$ cat config.mk
export PLATFORM = sky130hd
export DESIGN_NAME = clk_phase_realigner
export DESIGN_NICKNAME = d
export VERILOG_FILES = /design/src/rtl/pr_pkg.sv /design/src/rtl/pr_din_sync.sv /design/src/rtl/pr_phase_meter.sv /design/src/rtl/pr_clk_gen.sv /design/src/rtl/clk_phase_realigner.sv
export SDC_FILE = /design/constraint.sdc
export NUM_CORES = 1
export LEC_CHECK = 0
export ABC_AREA = 1
export BUFFER_PORTS_ARGS = -buffer_cell sky130_fd_sc_hd__buf_2
export CAP_MARGIN = 25
export CELL_PAD_IN_SITES_DETAIL_PLACEMENT = 1
export CELL_PAD_IN_SITES_GLOBAL_PLACEMENT = 1
export CORE_MARGIN = 2
export CORE_UTILIZATION = 42
export CTS_CLUSTER_SIZE = 25
export DETAILED_ROUTE_END_ITERATION = 12
export PLACE_DENSITY = 0.78
export SYNTH_ARGS = -nofsm -noshare
export SYNTH_HDL_FRONTEND = slang
export SYNTH_SLANG_ARGS = --single-unit
export TNS_END_PERCENT = 5
$ cat constraint.sdc
create_clock -name clk -period 2 [get_ports clk]
set_clock_uncertainty 0.1 [all_clocks]
set_input_delay 0 -clock clk [delete_from_list [all_inputs] [get_ports clk]]
set_output_delay 0 -clock clk [all_outputs]
set_load 0.05 [all_outputs]
$ cat src/rtl/pr_pkg.sv
package pr_pkg;
  typedef enum logic {GEN_RUN = 1'b0, GEN_EXT = 1'b1} gen_state_e;
  localparam int unsigned PR_MIN_HALF = 2;
endpackage

$ cat src/rtl/pr_din_sync.sv
module pr_din_sync #(
  parameter int unsigned STAGES = 2
) (
  input  logic clk,
  input  logic rst,
  input  logic din,
  output logic data_rise
);
  localparam int unsigned LAST = STAGES - 1;

  logic [STAGES-1:0] chain;
  logic              last_d;

  generate
    for (genvar i = 0; i < STAGES; i++) begin : g_stage
      if (i == 0) begin : g_first
        always_ff @(posedge clk) begin
          if (rst) chain[0] <= 1'b0;
          else     chain[0] <= din;
        end
      end else begin : g_next
        always_ff @(posedge clk) begin
          if (rst) chain[i] <= 1'b0;
          else     chain[i] <= chain[i-1];
        end
      end
    end
  endgenerate

  always_ff @(posedge clk) begin
    if (rst) last_d <= 1'b0;
    else     last_d <= chain[LAST];
  end

  assign data_rise = chain[LAST] & ~last_d;
endmodule

$ cat src/rtl/pr_phase_meter.sv
module pr_phase_meter #(
  parameter int unsigned EW = 8
) (
  input  logic          clk,
  input  logic          rst,
  input  logic          data_rise,
  input  logic          rclk,
  input  logic          busy,
  input  logic          clear,
  output logic [EW-1:0] err,
  output logic          done
);
  localparam logic [EW-1:0] SAT = {EW{1'b1}};

  logic          rclk_d;
  logic          running;
  logic [EW-1:0] acc;
  logic          rclk_rise;

  assign rclk_rise = rclk & ~rclk_d;

  always_ff @(posedge clk) begin
    if (rst) begin
      rclk_d  <= 1'b0;
      running <= 1'b0;
      acc     <= '0;
      err     <= '0;
      done    <= 1'b0;
    end else begin
      rclk_d <= rclk;
      done   <= 1'b0;
      if (busy) begin
        running <= 1'b0;
      end else if (data_rise) begin
        running <= 1'b1;
        acc     <= '0;
      end else if (running) begin
        if (rclk_rise) begin
          err     <= acc;
          done    <= 1'b1;
          running <= 1'b0;
        end else if (acc != SAT) begin
          acc <= acc + 1'b1;
        end
      end
      if (clear) err <= '0;
    end
  end
endmodule

$ cat src/rtl/pr_clk_gen.sv
module pr_clk_gen
  import pr_pkg::*;
#(
  parameter int unsigned CW = 8,
  parameter int unsigned EW = 8
) (
  input  logic          clk,
  input  logic          rst,
  input  logic [CW-1:0] half_len,
  input  logic [EW-1:0] thresh,
  input  logic          done,
  input  logic [EW-1:0] err,
  output logic          rclk,
  output logic          busy,
  output logic          finish
);
  localparam logic [CW-1:0] MIN_LIM = CW'(PR_MIN_HALF - 1);

  gen_state_e    state;
  logic [CW-1:0] hcnt;
  logic [CW-1:0] lim;
  logic [EW-1:0] ecnt;
  logic [EW-1:0] elen;

  assign lim    = (half_len < CW'(PR_MIN_HALF)) ? MIN_LIM : (half_len - 1'b1);
  assign finish = (state == GEN_EXT) && (ecnt == elen);
  assign busy   = (state == GEN_EXT);

  always_ff @(posedge clk) begin
    if (rst) begin
      state <= GEN_RUN;
      rclk  <= 1'b0;
      hcnt  <= '0;
      ecnt  <= '0;
      elen  <= '0;
    end else begin
      case (state)
        GEN_RUN: begin
          if (done && (err > thresh)) begin
            state <= GEN_EXT;
            rclk  <= 1'b1;
            ecnt  <= EW'(1);
            elen  <= err;
          end else if (hcnt >= lim) begin
            hcnt <= '0;
            rclk <= ~rclk;
          end else begin
            hcnt <= hcnt + 1'b1;
          end
        end
        GEN_EXT: begin
          if (finish) begin
            state <= GEN_RUN;
            rclk  <= 1'b0;
            hcnt  <= '0;
          end else begin
            ecnt <= ecnt + 1'b1;
          end
        end
        default: state <= GEN_RUN;
      endcase
    end
  end
endmodule

$ cat src/rtl/clk_phase_realigner.sv
module clk_phase_realigner #(
  parameter int unsigned CW          = 8,
  parameter int unsigned EW          = 8,
  parameter int unsigned SYNC_STAGES = 2
) (
  input  logic          clk,
  input  logic          rst,
  input  logic          din,
  input  logic [CW-1:0] half_len,
  input  logic [EW-1:0] thresh,
  output logic          rclk_out,
  output logic [EW-1:0] phase_err,
  output logic          corr_busy
);
  logic          data_rise;
  logic          meas_done;
  logic          ext_end;
  logic          rclk_q;
  logic          busy_q;
  logic [EW-1:0] err_q;

  pr_din_sync #(.STAGES(SYNC_STAGES)) u_sync (
    .clk       (clk),
    .rst       (rst),
    .din       (din),
    .data_rise (data_rise)
  );

  pr_phase_meter #(.EW(EW)) u_meter (
    .clk       (clk),
    .rst       (rst),
    .data_rise (data_rise),
    .rclk      (rclk_q),
    .busy      (busy_q),
    .clear     (ext_end),
    .err       (err_q),
    .done      (meas_done)
  );

  pr_clk_gen #(.CW(CW), .EW(EW)) u_gen (
    .clk      (clk),
    .rst      (rst),
    .half_len (half_len),
    .thresh   (thresh),
    .done     (meas_done),
    .err      (err_q),
    .rclk     (rclk_q),
    .busy     (busy_q),
    .finish   (ext_end)
  );

  assign rclk_out  = rclk_q;
  assign phase_err = err_q;
  assign corr_busy = busy_q;
endmodule

==> impl_metrics.csv <==
group,metric,value,unit
synth,synth_edf_count,0,
drt,routedWlPerCell,12.94,µm
grt,grtUsageTotal,20.64,%
grt,grt_antenna_before_repair,0,
clock_network,cts_root_buf,"clkbuf_8",
sta,finalCritPeriodShare,92.38,%
floorplan,die_h,86.36,µm
clock_network,clock_sinks,48,
floorplan,die_area,7458,µm²
worst_setup_path,end_kind,"flop",
worst_setup_path,cp_data_arrival_time,1950,ps
cells_and_area,antennaDiodeCount,0,
floorplan,io_pins,29,
synth,yosysTopAreaCellShare,33.73,%
placement,io_buffer_count,28,
pwr,p_leak,1.630,nW
worst_setup_path,worstReg2RegStart,"u_meter.err[7]",
sta,slew_viol_final,0,
synth,ys_async_sr_fraction,0,%
synth,synth_area,2849,µm²
clock_network,h-tree-depth,2,
cells_and_area,final_util,49.61,%
synth,synth-seq-area-share,33.73,%
clock_network,post_cts_buffers,0,
drt,wirelength,7117,µm
pwr,power_density,572.8,nW/µm²
drt,first_pass_iters,4,
run,cap_violations,0,
cells_and_area,multi_input_area,1609,µm²
sta,hold_viol_final,0,
sta,rsz0062_at_grt,"false",
grt,grt_pass1_wl,12540,µm
pwr,ir_worst_vdd,372.2,µV
cells_and_area,drive_gt1_share,18.30,%
worst_hold_path,holdPathEnd,"u_sync.chain[1]",
worst_setup_path,cp_max_fo,17,
outcome,status,"complete, no violations",
grt,grt_pass1_vias,2769,
drt,routed.top_layer,"met4",
synth,syn_nets,463,
sta,fmax,541.2,MHz
worst_setup_path,critPathLaunchType,"flop",
clock_network,cts_tree,"yes",
drt,wl_met2,3474,µm
drt,drc_errors,0,
drt,wl_met1,3442,µm
drt,ant_nets,0,
cells_and_area,mostFrequentLayoutCells,"nand2_1, nor2_1, inv_1",
clock_network,path_clk_slew,100,ps
placement,place.gp.congestion,0.8284,
sta,setup_violations,0,
synth,yosysUniqueCellTypes,37,
placement,hpwl,5466,µm
cells_and_area,final_common_cell,"nand2_1",
grt,gr-total-overflow,0,
cells_and_area,regArea,970.9,µm²
drt,route.vias.total,2766,
drt,routed_via_density,5.029,
floorplan,initial_core_util,42.64,%
synth,ys_warn_count,0,
drt,wl_met3,143,µm
synth,ys_seq_elements,48,
clock_network,clock_path_buffers,2,
worst_hold_path,min_path_type,"flop to flop",
synth,synth.avg_cell_area,6.719,µm²
floorplan,row_count,30,
grt,grt_start_max_net_pins,27,
worst_hold_path,hold_depth,2,
worst_hold_path,hp-start,"u_sync.chain[0]",
worst_setup_path,r2r_slack,150,ps
worst_setup_path,critical_path_class,"flop to flop",
clock_network,cts_buffers,5,
placement,dp.cells,539,
synth,syn_inst,424,
synth,yosys_most_used_dff,"dfxtp_1",
sta,relSlewSlack,68.13,%
floorplan,core_area,6681,µm²
cells_and_area,fillerInstances,922,
cells_and_area,nets,508,
clock_network,insertion_delay,310,ps
drt,drt_iter0_markers,106,
worst_setup_path,worstReg2RegEnd,"u_gen.elen[3]",
sta,tns,0,ps
sta,tightestPinTransition,473.0,ps
synth,synth_area_leaders,"dfxtp_1, nand2_1, ha_1",
worst_setup_path,cp_data_required_time,2100,ps
floorplan,die_w,86.36,µm
worst_setup_path,reg2regPathDepth,9,
cells_and_area,area_growth,16.34,%
synth,synth_top_area_cell,"dfxtp_1",
cells_and_area,final_cells,550,
sta,final.min_clock_period,1848,ps
## logic make-up (layout without fill, tap and decap cells)
kind of cell / count (synthesis) / after routing / share of synthesized area, %
AO/OA/AOI/OAI: 58 / 58 / 11.33
XOR/XNOR: 7 / 7 / 2.152
adder cells (fa/ha/maj): 20 / 20 / 8.783
buffers and inverters: 69 / 115 / 10.14
flip-flops: 48 / 48 / 33.73
AND/OR/NAND/NOR: 222 / 222 / 33.86
## where the power goes
| part | internal, mW | switching (mW) | leakage [nW] |
|---|---|---|---|
| Clock | 0.377 | 0.359 | 0.0548 |
| Sequential | 0.969 | 0.0112 | 0.392 |
| Combinational | 0.0774 | 0.105 | 1.18 |
| Total | 1.42 | 0.476 | 1.63 |
## cell type report
cell class	count	area share, %
clock buffers	5	2.076
inverters	61	7.135
multi-input cells	307	48.55
repair buffers	46	8.532
clock inverters	3	1.397
flip-flops and latches	48	29.29
well taps	80	3.020
## critical path, stage by stage (launching register included)
cell,delay (ps)
dfxtp_2,350
ha_1,290
nand2_1,70
nor2_1,160
nand2_1,80
nand2_1,100
nand3_2,100
buf_4,220
o21ai_0,200
a21oi_1,70
## per-stage QoR
stage	worst slack (ps)	hold slack (ps)	power (mW)	cell area (µm²)
global placement	-9.103	104.3	1.170	3157
global route	11.76	339.4	1.988	3314
finish	152.3	311.1	1.899	3314
CTS	103.6	323.8	1.920	3302
floorplan	68.65	6.967	1.115	2859
detailed placement	-113.5	122.4	1.180	3157
## registers in the layout, summed over array words and instances, names as in the netlist
register and cells:
u_sync.chain 2, u_sync.last_d 1, u_gen.hcnt 8, u_meter.acc 8, u_meter.done 1, u_gen.busy 1, u_gen.rclk 1, u_meter.running 1
u_gen.elen 8, u_gen.ecnt 8, u_meter.err 8, u_meter.rclk_d 1
## how the worst max path moves through the flow
stage	startpoint	endpoint	slack, ps	cells after the start
final	u_meter.err[7]	u_gen.elen[3]	150	9
after global placement	half_len[3]	u_gen.rclk	-9	17
after global routing	u_gen.hcnt[0]	u_gen.hcnt[7]	10	12
after CTS	u_meter.err[7]	u_gen.elen[1]	100	9
after floorplan	u_meter.err[0]	u_gen.ecnt[7]	70	11
after detailed placement	half_len[3]	u_gen.rclk	-110	18
## per-layer routing
metal	vias to the layer above	GRT usage, %
met1	1305	27.05
met5	-	0
met2	20	36.15
met4	0	3.835
met3	6	3.238
li1	1435	-
## cell usage after synthesis (4+ instances only)
master and number:
inv_2 4, nand2_1 100, ha_1 20, nor2_1 62, nand4_1 5, xor2_1 4
or2_2 8, inv_1 55, nand3_1 22, a21oi_1 29, dfxtp_1 48, nor3_1 9
o21ai_0 17
## timing repair
item                                    4_1_cts  5_1_grt
resized for setup                             0        4
endpoints found under the setup margin        0        6
endpoints found under the hold margin        10        0
hold buffers                                  3        0
(Power assumes the default switching activity.)
